<file path="src/rtl/dp_arb_pkg.sv">
// Package: shared types for the dual-port contention arbiter.
// Assumes two ports only; index 0 is the left port, index 1 the right.
package dp_arb_pkg;

    // Which port currently holds the grant on a contended word.
    typedef enum logic [1:0] {
        OWN_NONE  = 2'd0,
        OWN_LEFT  = 2'd1,
        OWN_RIGHT = 2'd2
    } owner_e;

    localparam int PORT_L  = 0;
    localparam int PORT_R  = 1;
    localparam int N_PORTS = 2;

endpackage

</file>
<file path="src/rtl/dp_addr_match.sv">
// Module: dp_addr_match
// Detects contention between the two ports and tells whether each port is
// "held": its enable was high last cycle and its address has not moved.
// Assumes addresses are stable within a cycle; match is combinational.
module dp_addr_match #(
    parameter int ADDR_W = 15
) (
    input  logic              clk,
    input  logic              rst_n,
    input  logic              l_ce,
    input  logic [ADDR_W-1:0] l_addr,
    input  logic              r_ce,
    input  logic [ADDR_W-1:0] r_addr,
    output logic              match,
    output logic              l_held,
    output logic              r_held
);

    logic              l_ce_q;
    logic              r_ce_q;
    logic [ADDR_W-1:0] l_addr_q;
    logic [ADDR_W-1:0] r_addr_q;

    // Remember last cycle's enable and address of both ports.
    always_ff @(posedge clk) begin
        if (!rst_n) begin
            l_ce_q   <= 1'b0;
            r_ce_q   <= 1'b0;
            l_addr_q <= '0;
            r_addr_q <= '0;
        end else begin
            l_ce_q   <= l_ce;
            r_ce_q   <= r_ce;
            l_addr_q <= l_addr;
            r_addr_q <= r_addr;
        end
    end

    // Contention and per-port arrival history for the current cycle.
    always_comb begin
        match  = l_ce && r_ce && (l_addr == r_addr);
        l_held = l_ce && l_ce_q && (l_addr == l_addr_q);
        r_held = r_ce && r_ce_q && (r_addr == r_addr_q);
    end

endmodule

</file>
<file path="src/rtl/dp_grant_fsm.sv">
// Module: dp_grant_fsm
// Holds the current owner of a contended word and computes next cycle's
// owner. A held owner keeps its grant. A new contention goes to the sole
// held port, and otherwise to the left port. Slave mode forces no owner.
module dp_grant_fsm
    import dp_arb_pkg::*;
(
    input  logic   clk,
    input  logic   rst_n,
    input  logic   master_mode,
    input  logic   match,
    input  logic   l_held,
    input  logic   r_held,
    output owner_e owner_nxt
);

    owner_e owner_q;

    // Next owner from contention, current owner and arrival history.
    always_comb begin
        if (!master_mode || !match)
            owner_nxt = OWN_NONE;
        else if (owner_q == OWN_LEFT && l_held)
            owner_nxt = OWN_LEFT;
        else if (owner_q == OWN_RIGHT && r_held)
            owner_nxt = OWN_RIGHT;
        else if (r_held && !l_held)
            owner_nxt = OWN_RIGHT;
        else
            owner_nxt = OWN_LEFT;
    end

    // Owner register.
    always_ff @(posedge clk) begin
        if (!rst_n)
            owner_q <= OWN_NONE;
        else
            owner_q <= owner_nxt;
    end

endmodule

</file>
<file path="src/rtl/dp_busy_port.sv">
// Module: dp_busy_port
// Per-port busy flag register and write gating. In master mode busy
// follows the arbiter's "lost" decision; in slave mode it registers the
// external busy input. The write strobe is gated by the registered busy.
module dp_busy_port (
    input  logic clk,
    input  logic rst_n,
    input  logic master_mode,
    input  logic lost_nxt,
    input  logic busy_ext,
    input  logic we,
    output logic busy,
    output logic we_gated
);

    // Busy register, source picked by mode.
    always_ff @(posedge clk) begin
        if (!rst_n)
            busy <= 1'b0;
        else
            busy <= master_mode ? lost_nxt : busy_ext;
    end

    // Suppress the write while busy is active.
    always_comb begin
        we_gated = we && !busy;
    end

endmodule

</file>
<file path="src/rtl/dp_contention_arbiter.sv">
// Module: dp_contention_arbiter (top)
// Address contention arbiter for a two-port shared memory with a
// master/slave strap. Assumes master_mode is quasi-static and that all
// inputs are synchronous to clk.
module dp_contention_arbiter
    import dp_arb_pkg::*;
#(
    parameter int ADDR_W = 15
) (
    input  logic              clk,
    input  logic              rst_n,
    input  logic              master_mode,
    input  logic              l_ce,
    input  logic [ADDR_W-1:0] l_addr,
    input  logic              l_we,
    input  logic              r_ce,
    input  logic [ADDR_W-1:0] r_addr,
    input  logic              r_we,
    input  logic              l_busy_in,
    input  logic              r_busy_in,
    output logic              l_busy,
    output logic              r_busy,
    output logic              l_we_gated,
    output logic              r_we_gated
);

    logic               match;
    logic               l_held;
    logic               r_held;
    owner_e             owner_nxt;
    logic [N_PORTS-1:0] lost_v;
    logic [N_PORTS-1:0] ext_v;
    logic [N_PORTS-1:0] we_v;
    logic [N_PORTS-1:0] busy_v;
    logic [N_PORTS-1:0] weg_v;

    dp_addr_match #(.ADDR_W(ADDR_W)) u_match (
        .clk    (clk),
        .rst_n  (rst_n),
        .l_ce   (l_ce),
        .l_addr (l_addr),
        .r_ce   (r_ce),
        .r_addr (r_addr),
        .match  (match),
        .l_held (l_held),
        .r_held (r_held)
    );

    dp_grant_fsm u_fsm (
        .clk         (clk),
        .rst_n       (rst_n),
        .master_mode (master_mode),
        .match       (match),
        .l_held      (l_held),
        .r_held      (r_held),
        .owner_nxt   (owner_nxt)
    );

    // A port loses when the other port owns the word next cycle.
    always_comb begin
        lost_v[PORT_L] = (owner_nxt == OWN_RIGHT);
        lost_v[PORT_R] = (owner_nxt == OWN_LEFT);
        ext_v          = {r_busy_in, l_busy_in};
        we_v           = {r_we, l_we};
    end

    for (genvar p = 0; p < N_PORTS; p++) begin : g_port
        dp_busy_port u_port (
            .clk         (clk),
            .rst_n       (rst_n),
            .master_mode (master_mode),
            .lost_nxt    (lost_v[p]),
            .busy_ext    (ext_v[p]),
            .we          (we_v[p]),
            .busy        (busy_v[p]),
            .we_gated    (weg_v[p])
        );
    end

    // Unpack per-port results onto the ports.
    always_comb begin
        l_busy     = busy_v[PORT_L];
        r_busy     = busy_v[PORT_R];
        l_we_gated = weg_v[PORT_L];
        r_we_gated = weg_v[PORT_R];
    end

endmodule

</file>
<file path="config.mk">
export PLATFORM = sky130hd
export DESIGN_NAME = dp_contention_arbiter
export DESIGN_NICKNAME = d
export VERILOG_FILES = /design/src/rtl/dp_arb_pkg.sv /design/src/rtl/dp_addr_match.sv /design/src/rtl/dp_grant_fsm.sv /design/src/rtl/dp_busy_port.sv /design/src/rtl/dp_contention_arbiter.sv
export SDC_FILE = /design/constraint.sdc
export NUM_CORES = 1
export LEC_CHECK = 0
export BUFFER_PORTS_ARGS = -buffer_cell sky130_fd_sc_hd__buf_2
export CAP_MARGIN = 20
export CORE_MARGIN = 2
export CORE_UTILIZATION = 30
export DETAILED_ROUTE_END_ITERATION = 6
export HOLD_SLACK_MARGIN = 0.1
export MAX_ROUTING_LAYER = met4
export PLACE_DENSITY = 0.58
export SLEW_MARGIN = 20
export SYNTH_ARGS = -nofsm -noshare
export SYNTH_HDL_FRONTEND = slang
export SYNTH_SLANG_ARGS = --single-unit
</file>
<file path="constraint.sdc">
create_clock -name clk -period 1.25 [get_ports clk]
set_input_delay 0.25 -clock clk [delete_from_list [all_inputs] [get_ports clk]]
set_output_delay 0.25 -clock clk [all_outputs]
set_load 0.01 [all_outputs]
</file>
Yosys cells after proc, flatten, opt, wreduce, memory -nomap -nowiden
Cells that the tools add are included.
- $add $sub $neg: 0
- $mul: 0
- divide/modulo/power cells: 0
- magnitude comparators: 0
- equal/unequal tests: 7
- shift operators: 0
- multiplexer cells: 6
- bitwise logic cells: 0
- reductions and logical operators: 17
- operators by type and width (cell ; number):
    equality test 15 bit ; 3
    logical AND 1 bit ; 11
    2-to-1 mux 2 bit ; 4
    zero test 1 bit ; 5
    equality test 2 x 1 -> 1 bit (second input constant) ; 2
    equality test 2 bit (second input constant) ; 2
    2-to-1 mux 1 bit ; 2
    logical OR 1 bit ; 1
- register bits after elaboration: 36
- latch bits: 0
- bits in writable memories: 0
- memory bits (read-only): 0
- input port bits: 39
- output and inout bits: 4
- memories: 0

Logic depth before layout (Yosys ltp)
Gate-level depths: netlist of run 1.
- word-level depth: 10
- gate-level depth with buffers: 5

Modules after synthesis
From an unflattened synthesis of run 1, not the netlist that was laid out.
- cell total of the unflattened synthesis: 152
- area, all modules: 1556.5 um2
- modules (own cells, without submodules) (module ; instances ; cells each ; area each (um2) ; sequential area each (um2)):
    dp_addr_match ; 1 ; 130 ; 1362.6 ; 640.6
    dp_grant_fsm ; 1 ; 12 ; 93.8 ; 40.0
    dp_busy_port ; 2 ; 4 ; 42.5 ; 20.0
    dp_contention_arbiter ; 1 ; 2 ; 15.0 ; 0.0

Worst setup path after synthesis of run 1
No wires, ideal clock.
- kind: reg-to-reg
- start: register u_match.r_addr_q[0]
- end: register g_port[1].u_port.busy
- library setup time: 0.123 ns
- arrival time: 1.106 ns
- data required time: 1.127 ns
- slack: 0.021 ns
- stages on the path, launching flop included: 6
- path buffers: 0
- period minus slack after synthesis: 1.229 ns
- cells stage by stage: dfxtp_1 -> xor2_1 -> nor4_2 -> nand4_1 -> a41oi_1 -> o21ai_1
- longest elaborated chain between the ends: 9
- elaborated cells between the ends (all ways): 10
- those cells by class: 2 x eq/ne; 5 x mux; 3 x reduce/logical
- ends and longest elaborated chain (item ; RTL line ; text):
    from (decl) ; dp_addr_match.sv:22 ; logic [ADDR_W-1:0] r_addr_q;
    from (signal assigned) ; dp_addr_match.sv:35 ; r_addr_q <= r_addr;
    equality test 15 bit (*) ; dp_addr_match.sv:43 ; r_held = r_ce && r_ce_q && (r_addr == r_addr_q);
    logical AND 1 bit (*) ; dp_addr_match.sv:43 ;
    logical AND 1 bit ; dp_grant_fsm.sv:27 ; else if (r_held && !l_held)
    2-to-1 mux 2 bit ; dp_grant_fsm.sv:27 ;
    2-to-1 mux 2 bit (*) ; dp_grant_fsm.sv:25 ; else if (owner_q == OWN_RIGHT && r_held)
    2-to-1 mux 2 bit (*) ; dp_grant_fsm.sv:23 ; else if (owner_q == OWN_LEFT && l_held)
    2-to-1 mux 2 bit (*) ; dp_grant_fsm.sv:21 ; if (!master_mode || !match)
    equality test 2 x 1 -> 1 bit (*) ; dp_contention_arbiter.sv:62 ; lost_v[PORT_R] = (owner_nxt == OWN_LEFT);
    2-to-1 mux 1 bit (*) ; dp_busy_port.sv:21 ; busy <= master_mode ? lost_nxt : busy_ext;
    to (signal assigned) ; dp_busy_port.sv:21 ;
    to (decl) ; dp_busy_port.sv:12 ; output logic busy,
Mark *: on every way between the ends. The rest lies on a longest branch, timed or not.
A chain may end at the register's enable or synchronous reset.

Worst setup path in the final report of run 1
- start: register u_match.r_addr_q[8]
- end: register g_port[1].u_port.busy
The elaborated chain is that of the path after synthesis.

==> results of run 1 <==
-- flip-flops by register name (all words and copies together), names as in the netlist --
| register | count |
|---|---|
| u_match.l_ce_q | 1 |
| u_match.r_ce_q | 1 |
| g_port.u_port.busy | 2 |
| u_match.l_addr_q | 15 |
| u_fsm.owner_q | 2 |
| u_match.r_addr_q | 15 |
-- worst paths after layout --
check / cells after the start / slack (ns) / end
min: 3 / 0.18 / g_port[1].u_port.busy
min reg2reg: 4 / 0.68 / u_fsm.owner_q[0]
max reg2reg: 5 / -0.16 / g_port[1].u_port.busy
max: 5 / -0.16 / g_port[1].u_port.busy
-- metal layers --
layer	part of all wire, %	vias up	GRT usage, %
met2	47	27	19.2
met1	45	499	13.3
li1	-	591	-
met3	5.0	6	4.37
met4	2.4	0	6.43
met5	0	-	-
-- through the flow --
| stage | setup slack (ns) | hold WS, ns | total power [mW] | TNS, ns |
|---|---|---|---|---|
| 6_report | -0.161 | 0.176 | 2.39 | -0.588 |
| 5_1_grt | -0.249 | 0.175 | 2.54 | -0.851 |
| 4_1_cts | -0.266 | 0.168 | 2.43 | -0.981 |
| 3_5_place_dp | -0.325 | 0.467 | 1.59 | -1.20 |
| 3_3_place_gp | -0.277 | 0.465 | 1.59 | -1.03 |
| 2_1_floorplan | 0.0210 | 0.365 | 1.42 | 0 |
-- cell usage in the layout (no fill, tap or decap), types with 4 or more instances in the layout --
cell       n
and2_1    31
buf_2     42
buf_4     12
clkbuf_8   6
dfxtp_1   35
nand2_1    4
nand4_1    5
nor2b_1    4
nor4_1     4
xnor2_1    9
xor2_1    35
-- timing repair --
| action | 4_1_cts | 5_1_grt |
|---|---|---|
| endpoints found under the hold margin | 0 | 0 |
| hold buffers | 0 | 0 |
| endpoints found under the setup margin | 4 | 4 |
| cloned | 0 | 0 |
| resized for setup | 0 | 4 |
| pin swaps | 0 | 6 |
-- cells by family after synthesis --
logic type,after synthesis,synth area share [%]
XOR/XNOR,45,25.8
flip-flops,36,47.1
AO/OA/AOI/OAI,4,1.88
buffers and inverters,3,0.736
AND/OR/NAND/NOR,59,24.5
-- cell usage after synthesis, drive strengths merged --
cell,instances
nand4,5
clkbuf,3
o21ai,2
xnor2,9
nor3,2
dfxtp,36
nor4,8
a41o,1
and2,32
a41oi,1
nor2,4
nor2b,4
xor2,36
nand2,4
-- area by class of cell --
cell class | count | area share (%)
well taps | 67 | 4.15
repair buffers | 54 | 14.9
clock buffers | 8 | 4.46
multi-input cells | 108 | 40.7
flip-flops and latches | 36 | 35.8
-- critical path, cell delays in order (launching register included) --
cell	delay (ns)
dfxtp_1	0.31
xor2_1	0.16
nor4_2	0.33
nand4_1	0.19
a41oi_2	0.23
o21ai_1	0.09
-- report_power, final --
group / total (mW) / leakage [nW] / internal [mW] / switching [mW]
combinational: 0.342 / 0.547 / 0.179 / 0.164
clock: 0.823 / 0.0455 / 0.449 / 0.375
sequential: 1.23 / 0.300 / 1.21 / 0.0233
==> impl_results.md, run 1 <==
* Max Cap Viol at 0
* Cells after DPL at 265
* Cell leakage power at 0.892 nW
* Number of port buffers at 42
* H-tree lvl count at 2
* Multi-input logic area at 822 um^2
* WL/cell at 11.1 um
* WP data required at about 1.4 ns
* Num CTS Buffers at 5
* Row Count at 25
* Hpwl dp at ~2.4 mm
* Synthesized area per cell at about 10 um^2
* Largest net degree at the start of global routing at 33
* Slew headroom at 74.4%
* Top post-synthesis cells by area: dfxtp_1 (47%), xor2_1 (21%), and2_1 (13%), xnor2_1 (5.2%), nor4_2 (3.3%)
* Cell accounting for the most synthesized area: dfxtp_1
* Sequential share of the synthesized area at 47.1%
* Setup repair after global routing missed its margin: true
* Clk buf depth at 2
* VDD IR-drop max at 0.000407 V
* Fin crit period at 1.41 ns
* Post-layout util at 41.9%
* Die W at 75.4 um
* I/O Pins at 43
* HP Class: in2reg
* Starting density of the core at about a third
* # clock sinks at 36
* Yosys reg bits at 36
* Clk_lat worst skew at approximately 0.28 ns
* Synth-to-Final Area Change at 31.9%
* 1st-iter DRT viols at between 40 and 50
* Worst Setup Path Type: reg2reg
* Die height at ~75 um
* Layout Cells excl Fill at 273
* DR pass1 iterations at 2
* Warnings, synthesis at 0
* PwrDens at 1190 nW/um^2
* Final Hold Fails at 0
* Root Driver: clkbuf_8
* Layout cells sized above 1 at 33.5%
* Avg Vias per Cell at roughly 4
* Status: finished, violations left
* DRC Markers at 0
* Vias in the first global route at 1,064
* GR Overflow Total at 0
* Register area at 722 um^2
* Crit. End Element: register
* Total GRT Usage at 12.1%
* Cell count after synthesis at 147
* Clk pin slew, worst setup/hold paths at 0.06 ns
* Synth top area share at 47.1%
* Tightest Pin Transition at 0.381 ns
* Netlist Area Pre-Place at 1530 um^2
* F_max at 0.709 GHz
* GPL Wtd Cong at 0.739
* Final period util at 113%
* Ant. Diodes at 0
* Routed Antenna Nets at 0
* Library cells used by synthesis at 17
* First-pass GRT wire length at 4.72 mm
* Fin. max-slew vios at 0
* Worst r2r src: u_match.r_addr_q[8]
* Critical Path Start: u_match.r_addr_q[8]
* CP arrival at about 1.6 ns
* Layout Skew at 0.00211 ns
* Routed WL at 3.03 mm
* Syn nets at 186
* Worst Path Max Fanout at 2
* Setup WS post-layout at -0.161 ns
* Final nets at 244
* DP Area at around 1900 um^2
* CP Launch Type: register
* Filler instances at 495
* Antenna violations before repair at 0
* Via count at about 1,100
* Failing checks: setup timing
* Hold path startpoint: r_busy_in
* Post-route cell area at 2020 um^2
* CTS tree: done
* Die ar. at roughly 5700 um^2
* Final setup violation count at 4
* Setup Fix Bufs, Post-CTS at 0
* Core area at about 4800 um^2
Note: power is estimated with default switching activity, not from simulation.
==> run 2: changes to the inputs <==
- CORE_MARGIN: 2 -> 3
- clock period: 1.25 -> 1.27 ns (I/O delays scaled with it)
==> run 2 against run 1 <==
The run still ends with setup timing left. Cell count decreased by 0.37%. Register-to-register slack gained 0.05 ns. Largest cell class unchanged. Critical path depth unchanged. Critical endpoint is now g_port[0].u_port.busy. Die area up 5.4%. Core utilization is 0.78 points higher. Global-route usage fell by 0.58 points. Sequential share of layout area decreased by 0.59 points. Fmax rose by 2.5%.
==> impl_results.md, run 2 (synthesis gave the netlist of run 1 again) <==
* Status: finished, violations left
* Failing checks: setup timing
* Num CTS Buffers at 5 (unchanged)
* Hpwl dp at 2.38 mm (+0.28%)
* CP Cell Sequence: xor2_2, nor4_4, nand4_1, a41o_1, o21ai_1
* Max Cap Viol at 0 (unchanged)
* WL/cell at 11.2 um (+0.93%)
* Routed Antenna Nets at 0 (unchanged)
* Crit. End Element: register
* HP Class: in2reg
* Most frequent cells in the layout: buf_2 (42), xor2_1 (34), dfxtp_1 (34)
* Worst Setup Path Type: reg2reg
* Setup WS post-layout at -0.107 ns (+0.0540 ns)
* Worst r2r src: u_match.r_addr_q[10]
* Final period util at 108% (-4.5 points)
* CP arrival at 1.60 ns (+0.02 ns)
* Number of port buffers at 42 (unchanged)
* Avg Vias per Cell at 4.08 (-0.70%)
* Regs by FF count: u_match.l_addr_q (15), u_match.r_addr_q (15)
* Psw at 0.574 mW (+2.2%)
* Final setup violation count at 4 (unchanged)
* Post-route cell area at 2060 um^2 (+1.9%)
* First-pass GRT wire length at 5.20 mm (+10%)
* Antenna violations before repair at 0 (unchanged)
* Tightest Pin Transition at 0.453 ns (+0.0724 ns)
* Clk pin slew, worst setup/hold paths at 0.07 ns (about the same)
* Fin. max-slew vios at 0 (unchanged)
* Die ar. at 5990 um^2 (+5.4%)
* 1st-iter DRT viols at 21 (-57%)
* Comb power frac at 12.8% (-1.5 points)
* Fin crit period at 1.38 ns (-0.0340 ns)
* GR Overflow Total at 0 (unchanged)
* Slew headroom at 69.5% (-4.9 points)
* Die W at 77.4 um (+2.7%)
* Worst hold slack at 0.178 ns (+0.00146 ns)
* I/O Pins at 43 (unchanged)
* Worst path max stage delay at 0.33 ns (about the same)
* F_max at 0.726 GHz (+2.5%)
* RR Endpoint: g_port[0].u_port.busy
* Setup repair after global routing missed its margin: true
* Die height at 77.4 um (+2.7%)
* Flop2flop setup slack at -0.11 ns (+0.05 ns)
* Layout cells sized above 1 at 35.1% (+1.6 points)
* Sw frac at 21.8% (-1.6 points)
* Crit-path leading delay family: simple AND/OR/NAND/NOR gates
* Vias in the first global route at 1,130 (+6.2%)
* Cell leakage power at 0.907 nW (+1.6%)
* Total GRT Usage at 11.5% (-0.58 points)
* PwrDens at 1280 nW/um^2 (+7.7%)
* VDD IR-drop max at 0.000394 V (-3.2%)
* Starting density of the core at 31.8% (unchanged)
* Row Count at 25 (unchanged)
* Root Driver: clkbuf_8
* Setup WS pre-CTS at -0.238 ns (+0.0871 ns)
* CTS tree: done
* Int Power at 2.05 mW (+12%)
* Hold path startpoint: r_busy_in
* Hold Path Depth at 3 (unchanged)
* Routed WL at 3.05 mm (+0.56%)
* DP Area at 1900 um^2 (-0.39%)
* Worst Path Max Fanout at 2 (unchanged)
* CP Launch Type: register
* Core area at 4820 um^2 (unchanged)
* Ant. Diodes at 0 (unchanged)
* DR pass1 iterations at 4 (+2)
* Via count at 1,111 (-1.1%)
* Sequential Power Share at 46.0% (-5.3 points)
* Most common cell after layout, fill and taps aside: buf_2
* Clk_lat worst skew at 0.28 ns (about the same)
* Setup Fix Bufs, Post-CTS at 0 (unchanged)
* H-tree lvl count at 2 (unchanged)
* Critical path's slowest cell: dfxtp_2
* Final Hold Fails at 0 (unchanged)
* GPL Wtd Cong at 0.703 (-4.8%)
* CP Buf/Inv Count at 0 (unchanged)
* Synth-to-Final Area Change at 34.3%
* Clock Power Share at 41.2% (+6.8 points)
* DRC Markers at 0 (unchanged)
* Min-Delay Endpoint: g_port[1].u_port.busy
* Largest net degree at the start of global routing at 33 (unchanged)
* Clk buf depth at 2 (unchanged)
* Final nets at 243 (-0.41%)
* Post-CTS Hold Buffers at 0 (unchanged)
* # clock sinks at 36 (unchanged)
* WP data required at 1.49 ns (+0.07 ns)
* Layout Skew at 0.00495 ns (+0.00284 ns)
* Worst R2R Path Depth at 5 (unchanged)
-- run 2: changes by cell type in the layout (fill, tap and decap cells not counted) --
cell,delta
dfxtp_1,-1
xor2_2,+1
clkbuf_1,-2
xor2_1,-1
clkbuf_8,+1
bufinv_16,+1
dfxtp_2,+1
buf_4,-1
-- run 2: per-stage QoR --
stage                     power [mW]  setup TNS (ns)  util (%)  instances
after floorplan                 1.40               0         -        147
after CTS                       2.66          -0.624      42.0        272
after global routing            2.78          -0.697      42.7        272
after global placement          1.56          -0.866      39.4        264
after detailed placement        1.57          -0.854      39.4        264
final                           2.63          -0.299      42.7        272
-- run 2: area by class of cell --
cell class / instances / area, um^2
Multi-Input combinational cell: 108 / 830
Tap cell: 67 / 83.8
Sequential cell: 36 / 723
Clock buffer: 7 / 96.3
Timing Repair Buffer: 53 / 293
Clock inverter: 1 / 30.0
Fill cell: 514 / 2760
-- run 2: worst max-delay path by stage --
stage,from,to,slack [ns],cells past startpoint
CTS,u_match.r_addr_q[3],g_port[1].u_port.busy,-0.18,5
global route,u_match.r_addr_q[4],g_port[0].u_port.busy,-0.22,5
finish,u_match.r_addr_q[10],g_port[0].u_port.busy,-0.11,5
detailed placement,r_addr[3],g_port[1].u_port.busy,-0.24,6
floorplan,u_match.r_addr_q[0],g_port[1].u_port.busy,0.04,5
global placement,r_addr[7],g_port[1].u_port.busy,-0.24,6
-- run 2: layer usage --
layer  GRT usage, %  part of all wire, %
met2           17.1                   46
met5              -                    0
met4           4.27                  1.6
met3           5.10                  6.8
met1           13.8                   46
-- run 2: worst register-to-register path, stage by stage (launching register included) --
cell and delay (ns):
dfxtp_2 0.33, xor2_2 0.15, nor4_4 0.31, nand4_1 0.17, a41o_1 0.25, o21ai_1 0.11
-- run 2: timing repair --
item	4_1_cts	5_1_grt
pin swaps	1	8
setup endpoints to repair	4	4
resized for setup	0	6
-- run 2: power groups by stage --
stage          logic [mW]  registers, mW  clock network, mW
2_1_floorplan       0.169           1.23                  0
3_3_place_gp        0.331           1.23                  0
3_5_place_dp        0.332           1.23                  0
4_1_cts             0.334           1.21               1.12
5_1_grt             0.382           1.22               1.18
6_report            0.336           1.21               1.08
